## config.mk

```make
export PLATFORM = sky130hd
export DESIGN_NAME = seg_line_loader
export DESIGN_NICKNAME = d
export VERILOG_FILES = /design/src/rtl/seg_loader_pkg.sv /design/src/rtl/sl_group_counter.sv /design/src/rtl/sl_line_buffer.sv /design/src/rtl/sl_line_latch.sv /design/src/rtl/seg_line_loader.sv
export SDC_FILE = /design/constraint.sdc
export NUM_CORES = 1
export LEC_CHECK = 0
export CAP_MARGIN = 0
export CORE_MARGIN = 2
export CORE_UTILIZATION = 57
export DETAILED_ROUTE_END_ITERATION = 16
export GPL_ROUTABILITY_DRIVEN = 1
export PLACE_DENSITY = 0.79
export SLEW_MARGIN = 10
export SYNTH_ARGS = -nofsm -noshare
export SYNTH_HDL_FRONTEND = slang
export SYNTH_SLANG_ARGS = --single-unit
```

## constraint.sdc

```tcl
create_clock -name clk -period 2.65 [get_ports clk]
set_clock_uncertainty 0.15 [all_clocks]
set_input_delay 0.3975 -clock clk [delete_from_list [all_inputs] [get_ports clk]]
set_output_delay 0.3975 -clock clk [all_outputs]
set_load 0.005 [all_outputs]
```

## src/rtl/seg_loader_pkg.sv

```systemverilog
package seg_loader_pkg;

  // column groups (4 columns each) consumed per accepted clock
  function automatic int groups_per_clk(input logic wide);
    return wide ? 2 : 1;
  endfunction

  // fill position after one accepted clock, clamped at the end of the line
  function automatic int next_group(input int cur, input logic wide, input int ngrp);
    int sum;
    sum = cur + groups_per_clk(wide);
    if (sum > ngrp) sum = ngrp;
    return sum;
  endfunction

endpackage

```

## src/rtl/sl_group_counter.sv

```systemverilog
module sl_group_counter #(
  parameter int NGRP = 60,
  localparam int GW  = $clog2(NGRP + 1)
) (
  input  logic          clk,
  input  logic          rst_n,
  input  logic          bus_wide,
  input  logic          chain_en_in_n,
  input  logic          lp_rise,
  output logic [GW-1:0] gcnt,
  output logic          load_fire,
  output logic          chain_en_out_n
);
  logic          line_full;
  logic [GW-1:0] gcnt_nxt;
  logic          last_hit;

  assign line_full = (gcnt >= GW'(NGRP));
  // internal clock enable: the gated shift clock of the loader
  assign load_fire = ~chain_en_in_n & ~line_full & ~lp_rise;
  assign gcnt_nxt  = GW'(seg_loader_pkg::next_group(int'(gcnt), bus_wide, NGRP));
  assign last_hit  = (gcnt_nxt == GW'(NGRP));

  always_ff @(posedge clk or negedge rst_n) begin
    if (!rst_n) begin
      gcnt           <= '0;
      chain_en_out_n <= 1'b1;
    end else if (lp_rise) begin
      gcnt           <= '0;
      chain_en_out_n <= 1'b1;
    end else if (load_fire) begin
      gcnt <= gcnt_nxt;
      if (last_hit) chain_en_out_n <= 1'b0;
    end
  end


  cnt_bound_chk: assert property (@(posedge clk) disable iff (!rst_n)
    gcnt <= GW'(NGRP));

  idle_hold_chk: assert property (@(posedge clk) disable iff (!rst_n)
    (chain_en_in_n && !lp_rise) |=> $stable(gcnt));

  en_hold_chk: assert property (@(posedge clk) disable iff (!rst_n)
    (!chain_en_out_n && !lp_rise) |=> !chain_en_out_n);

  en_fall_chk: assert property (@(posedge clk) disable iff (!rst_n)
    $fell(chain_en_out_n) |-> (gcnt == GW'(NGRP)));

  rearm_chk: assert property (@(posedge clk) disable iff (!rst_n)
    lp_rise |=> (chain_en_out_n && gcnt == '0));
endmodule

```

## src/rtl/sl_line_buffer.sv

```systemverilog
module sl_line_buffer #(
  parameter int COLS = 240,
  localparam int NGRP = COLS / 4,
  localparam int GW   = $clog2(NGRP + 1)
) (
  input  logic            clk,
  input  logic            rst_n,
  input  logic            load_fire,
  input  logic            bus_wide,
  input  logic [GW-1:0]   gcnt,
  input  logic [7:0]      bus_data,
  output logic [COLS-1:0] line_buf
);
  logic [GW-1:0] gcnt_p1;
  assign gcnt_p1 = gcnt + GW'(1);

  for (genvar g = 0; g < NGRP; g++) begin : g_grp
    localparam logic [GW-1:0] GIDX = GW'(g);
    logic       sel_lo;
    logic       sel_hi;
    logic [3:0] grp_q;

    assign sel_lo = load_fire && (gcnt == GIDX);
    assign sel_hi = load_fire && bus_wide && (gcnt_p1 == GIDX);

    always_ff @(posedge clk or negedge rst_n) begin
      if (!rst_n)      grp_q <= '0;
      else if (sel_lo) grp_q <= bus_data[3:0];
      else if (sel_hi) grp_q <= bus_data[7:4];
    end

    assign line_buf[g*4 +: 4] = grp_q;
  end


  buf_frozen_chk: assert property (@(posedge clk) disable iff (!rst_n)
    !load_fire |=> $stable(line_buf));
endmodule

```

## src/rtl/sl_line_latch.sv

```systemverilog
module sl_line_latch #(
  parameter int COLS = 240
) (
  input  logic            clk,
  input  logic            rst_n,
  input  logic            lp_rise,
  input  logic            disp_off_n,
  input  logic [COLS-1:0] line_buf,
  output logic [COLS-1:0] line_q
);
  always_ff @(posedge clk or negedge rst_n) begin
    if (!rst_n)          line_q <= '0;
    else if (!disp_off_n) line_q <= '0;
    else if (lp_rise)    line_q <= line_buf;
  end


  dispoff_clear_chk: assert property (@(posedge clk) disable iff (!rst_n)
    !disp_off_n |=> (line_q == '0));

  latch_hold_chk: assert property (@(posedge clk) disable iff (!rst_n)
    (disp_off_n && !lp_rise) |=> $stable(line_q));

  latch_copy_chk: assert property (@(posedge clk) disable iff (!rst_n)
    (disp_off_n && lp_rise) |=> (line_q == $past(line_buf)));
endmodule

```

## src/rtl/seg_line_loader.sv

```systemverilog
module seg_line_loader #(
  parameter int COLS = 240,
  localparam int NGRP = COLS / 4,
  localparam int GW   = $clog2(NGRP + 1)
) (
  input  logic            clk,
  input  logic            rst_n,
  input  logic            bus_wide,
  input  logic [7:0]      bus_data,
  input  logic            chain_en_in_n,
  output logic            chain_en_out_n,
  input  logic            lp_strobe,
  input  logic            disp_off_n,
  output logic [COLS-1:0] line_q
);
  logic            lp_prev;
  logic            lp_rise;
  logic            load_fire;
  logic [GW-1:0]   gcnt;
  logic [COLS-1:0] line_buf;

  always_ff @(posedge clk or negedge rst_n) begin
    if (!rst_n) lp_prev <= 1'b0;
    else        lp_prev <= lp_strobe;
  end
  assign lp_rise = lp_strobe & ~lp_prev;

  sl_group_counter #(.NGRP(NGRP)) u_cnt (
    .clk(clk), .rst_n(rst_n), .bus_wide(bus_wide),
    .chain_en_in_n(chain_en_in_n), .lp_rise(lp_rise),
    .gcnt(gcnt), .load_fire(load_fire), .chain_en_out_n(chain_en_out_n)
  );

  sl_line_buffer #(.COLS(COLS)) u_buf (
    .clk(clk), .rst_n(rst_n), .load_fire(load_fire), .bus_wide(bus_wide),
    .gcnt(gcnt), .bus_data(bus_data), .line_buf(line_buf)
  );

  sl_line_latch #(.COLS(COLS)) u_lat (
    .clk(clk), .rst_n(rst_n), .lp_rise(lp_rise), .disp_off_n(disp_off_n),
    .line_buf(line_buf), .line_q(line_q)
  );


  no_retrigger_chk: assert property (@(posedge clk) disable iff (!rst_n)
    (lp_strobe && $past(lp_strobe)) |-> !lp_rise);
endmodule

```

Yosys cells after proc, flatten, opt, wreduce, memory -nomap -nowiden
Cells that the tools add are included.

storage, ports and cells
  output and inout bits = 241
  input port bits = 14
  word-level logic and storage cells = 510
  flip-flop bits (word level) = 488

operators by class
  add/subtract/negate cells = 2
  equal/unequal tests = 120
  multiplexer cells = 129
  $lt $le $gt $ge = 2
  bitwise operators = 7
  reductions and logical operators = 186

operators with widths
  cell                                                             number
  two-way mux 240 bit                                              2
  two-way mux 4 bit                                                120
  equality test 6 bit (second input constant)                      57
  equality test 6 x 5 -> 1 bit (second input constant)             32
  nonzero test 2 bit                                               62
  logical AND 1 bit                                                121
  equality test 6 x 4 -> 1 bit (second input constant)             16
  equality test 6 x 3 -> 1 bit (second input constant)             8
  greater-than comparator 32 x 7 -> 1 bit (second input constant)  1
  equality test 6 x 2 -> 1 bit (second input constant)             4
  two-way mux 6 bit                                                3
  equality test 6 x 1 -> 1 bit (second input constant)             2
  logical NOT 6 bit                                                2
  adder 6 x 2 -> 7 bit                                             1
  adder 6 x 1 -> 6 bit (second input constant)                     1
  greater-or-equal comparator 6 bit (second input constant)        1
  inverter 1 bit                                                   4
  bitwise AND 1 bit                                                3
  two-way mux 1 bit                                                3
  two-way mux 2 bit                                                1
  != test 2 x 1 -> 1 bit (second input constant)                   1
  AND reduction 2 bit                                              1

Longest topological paths before layout
  depth after elaboration = 8
  mapped depth = 9
  depth with buffers taken out = 8

Hierarchy
A second synthesis with hierarchy kept.

unflattened totals
  cell total of the unflattened synthesis = 2,015
  area, all modules = 23,120.9 sq um

modules (own cells, without submodules)
  module            area each (sq um)  cells an instance  instances  seq. area each (sq um)
  sl_line_buffer    12,249.2           1,195              1          6,005.8
  sl_line_latch     10,387.5           773                1          6,005.8
  sl_group_counter  445.4              45                 1          176.4
  seg_line_loader   38.8               2                  1          25.0

Worst setup path after synthesis
Ideal clock, no wire load.

  path kind = input to register
  start = input bus_wide
  end = register u_cnt.chain_en_out_n
  stages on the path = 9
  data required time = 2.398 ns
  setup slack = 0.251 ns
  arrival time = 2.147 ns
  setup time = 0.102 ns
  buffers on the path = 1
  cell sequence = buf_2 -> inv_1 -> ha_1 -> fa_1 -> and3_1 -> xnor2_1 -> or3_1 -> a21oi_1 -> a41oi_1

between the ends
  word-level cells in the longest chain between the ends = 7

ends and longest elaborated chain
  item                                     line                    source
  start, declared                          seg_line_loader.sv:8    input logic bus_wide,
  two-way mux 2 bit *                      seg_loader_pkg.sv:5     return wide ? 2 : 1;
  adder 6 x 2 -> 7 bit *                   seg_loader_pkg.sv:11    sum = cur + groups_per_clk(wide);
  greater-than comparator 32 x 7 -> 1 bit  seg_loader_pkg.sv:12    if (sum > ngrp) sum = ngrp;
  two-way mux 6 bit *                      seg_loader_pkg.sv:12
  equality test 6 bit *                    sl_group_counter.sv:22  assign last_hit = (gcnt_nxt == GW'(NGRP));
  nonzero test 2 bit (no line) *           n/a
  AND reduction 2 bit (no line) *          n/a
  end signal, assigned                     sl_group_counter.sv:27  chain_en_out_n <= 1'b1;
  end signal, assigned                     sl_group_counter.sv:30  chain_en_out_n <= 1'b1;
  end signal, assigned                     sl_group_counter.sv:33  if (last_hit) chain_en_out_n <= 1'b0;
  end, declared                            sl_group_counter.sv:12  output logic chain_en_out_n

Every way passes the cells marked *; elsewhere a longest branch is shown, timed or not.
A chain may end at the register's enable or synchronous reset.

Final worst setup path
  start = register u_cnt.gcnt[2]
  end = register u_buf.g_grp[10].grp_q[2]

between the ends
  word-level cells in the longest chain between the ends = 7
  elaborated cells on any way between the ends = 12
  classes of those cells = add/sub (1); order compare (1); eq/ne (2); mux (1); bitwise (3); reduce/logical (4)

ends and longest elaborated chain
  item                               line                    source
  start, declared                    sl_group_counter.sv:10  output logic [GW-1:0] gcnt,
  start signal, assigned             sl_group_counter.sv:32  gcnt <= gcnt_nxt;
  greater-or-equal comparator 6 bit  sl_group_counter.sv:18  assign line_full = (gcnt >= GW'(NGRP));
  inverter 1 bit                     sl_group_counter.sv:20  assign load_fire = ~chain_en_in_n & ~line_full & ~lp_rise;
  bitwise AND 1 bit (2 in a row)     sl_group_counter.sv:20
  logical AND 1 bit (2 in a row)     sl_line_buffer.sv:24    assign sel_hi = load_fire && bus_wide && (gcnt_p1 == GIDX);
  nonzero test 2 bit (no line)       n/a
  end signal, assigned               sl_line_buffer.sv:28    else if (sel_lo) grp_q <= bus_data[3:0];
  end signal, assigned               sl_line_buffer.sv:29    else if (sel_hi) grp_q <= bus_data[7:4];
  end, declared                      sl_line_buffer.sv:21    logic [3:0] grp_q;

Parallel ways exist; a longest one is shown, timed or not.

==> metrics <==
status finished clean; Syn Nets between 2000 and 2500; Syn Inst Count around 2300; Initial Util 0.578; DR pass1 iterations 5; root buf cell clkbuf_16; worst r2r dst u_buf.g_grp[10].grp_q[2]; Rows 72; EDFF count, synth 0; PortBufs roughly 250; Synth area leaders dfrtp_1 (54%), nand2_1 (11%), mux2i_1 (8.9%); Syn Area/Cell roughly 9.7 µm²; final instance area between 20000 and 30000 µm²; gr usage total 0.320; Crit Path Category flip-flop to flip-flop; setup ws final ~190 ps; startpoint types flip-flop; Num CTS Buffers 49; Synth Register Bits a little under 500; vias roughly 18000; Synth warnings 0; first-pass GRT wire length between 100000 and 150000 µm; number of global-route vias before repair 18200; CTS tree built; Die ar. around 41000 µm²; commonest cells in the netlist nand2_1 (665), dfrtp_1 (487), a21boi_0 (240); Hold Path End u_lat.line_q[12]; cell depth of the worst hold path 2; Final Util 0.716; Peak VDD IR roughly 0.45 mV; H-Tree Depth 2; Final Cycle Share 0.929; RSZ-0062 raised after global routing no; share of layout cells above drive strength 1 0.104; max-slew violation count 0; WHS approximately 150 ps; DRT Wirelength around 65000 µm; depth of the most critical reg-to-reg path 7; worst slew pin tran between 800 and 900 ps; routability cong. between 0.8 and 0.9; Synth cell types 62; crit path time final 2460 ps; PD cells 603 nW/µm²; clk slew on worst S/H paths roughly 60 ps; Core Box Area a little under 40000 µm²; CTS sink cnt roughly 490; Vias/cell 5.80; dpl ws -106 ps; total grt overflow 0; Rel. slew slack 0.435; I/O pin count around 260; R2R Setup Slk 190 ps; Filler Cell Count roughly 2800; most common cell in the netlist nand2_1; worst r2r src u_cnt.gcnt[2]; Area growth syn-to-layout 23.9%; Post-Route Setup TNS 0 ps; Area after DPL between 20000 and 30000 µm²; Async SR Flop Fraction 1.00; CP max FO 13; hpwl dp 42200 µm; WP data arrival 2780 ps; worst hold start disp_off_n; DR DRC count 0; CTS Buffer Depth 3; initial DRC count 1651; pin count of the biggest net entering global routing ~150; post-synth top area share 0.544; post-synthesis sequential area ratio 0.545; Worst setup EP type flip-flop; HP Class input pin to flip-flop; final setup vio count 0; clock latency on the worst-skew pair 590 ps; Synth area leader dfrtp_1; Pleak 0.0115 µW; die width 202 µm; setup bufs post-CTS 0; Synth Flop Type dfrtp_1; CP required just under 3000 ps; die height approximately 200 µm; DRT antenna net count 0; Fmax a little over 400 MHz; synthesized cell area about 22000 µm²; Hold Fails Final Rpt 0; Routed WL per cell a little over 20 µm; initial antenna violation count 1; Max Cap Violations 0; nets ~2600
## worst max path at each step
stage                       start                        to  slack (ps)  cells after the start
global route        u_cnt.gcnt[0]  u_buf.g_grp[27].grp_q[2]          60                      8
finish              u_cnt.gcnt[2]  u_buf.g_grp[10].grp_q[2]         190                      7
CTS                 u_cnt.gcnt[2]  u_buf.g_grp[26].grp_q[0]         120                      6
global placement         bus_wide      u_cnt.chain_en_out_n        -150                      9
detailed placement       bus_wide      u_cnt.chain_en_out_n        -110                      9
floorplan                bus_wide      u_cnt.chain_en_out_n         250                      9
## metal layers
metal	part of all wire	vias up	wire, µm	global-route usage
li1	-	8322	-	-
met1	0.42	8993	27200	0.441
met2	0.47	722	30200	0.505
met3	0.075	131	4850	0.0582
met4	0.036	0	2340	0.128
met5	0	-	0	0
## report_power, final
group,total [µW],switching (µW),internal [µW]
combinational,1760,1040,726
clock,6670,2850,3820
sequential,8290,351,7940
## critical path, stage by stage (launching register included)
cell,delay [ps]
dfrtp_2,510
buf_4,230
nor2b_1,320
nand3b_1,350
buf_4,290
nor2_1,90
nor2_1,90
a221o_1,310
## repair_timing
| item | in CTS | in global routing |
|---|---|---|
| hold buffers | 1 | 0 |
| resized for setup | 0 | 3 |
| hold endpoints to repair | 47 | 0 |
| endpoints found under the setup margin | 0 | 13 |
## flip-flops by register name, indices dropped and copies added, names as in the netlist
signal,count
u_buf.g_grp.grp_q,240
u_lat.line_q,240
u_cnt.gcnt,6
lp_prev,1
u_cnt.chain_en_out_n,1
## placed cells by master (no fill, tap or decap), types with 5 or more instances in the layout
master / count
a21boi_0: 240
a21o_1: 5
a21oi_1: 40
a221o_1: 19
buf_12: 22
buf_2: 8
buf_4: 117
clkbuf_1: 13
clkbuf_16: 49
clkbuf_8: 12
clkdlybuf4s50_1: 244
clkinv_2: 7
dfrtp_1: 486
inv_1: 12
mux2i_1: 199
nand2_1: 665
nand3_1: 8
nand3b_1: 5
nand4_1: 12
nor2_1: 135
nor2_2: 7
nor3_1: 23
nor3_2: 7
nor3_4: 14
o21ai_0: 167
o22ai_1: 6
or3_1: 13
## cell type report
type	count	area [µm²]	area share
inverter	12	45.0	0.00162
tap	518	648	0.0234
sequential	488	12200	0.440
antenna	1	2.50	0.0000902
clock buffer	74	1440	0.0519
clock inverter	10	82.6	0.00298
timing repair buffer	393	3830	0.138
multi-input combinational	1634	9480	0.342
## cells by family after synthesis
kind of cell | synth area share
xor+xnor | 0.000782
flops | 0.545
simple gates | 0.178
compound gates | 0.148
buf+inv | 0.0326
fa+ha+maj | 0.00201
mux | 0.0926
## stage by stage
stage | total power, µW | cells
3_5_place_dp | 10200 | 3044
2_1_floorplan | 9260 | 2304
5_1_grt | 17300 | 3130
3_3_place_gp | 10100 | 3044
6_report | 16700 | 3130
4_1_cts | 16800 | 3129
Power figures use the tool's default switching activity.
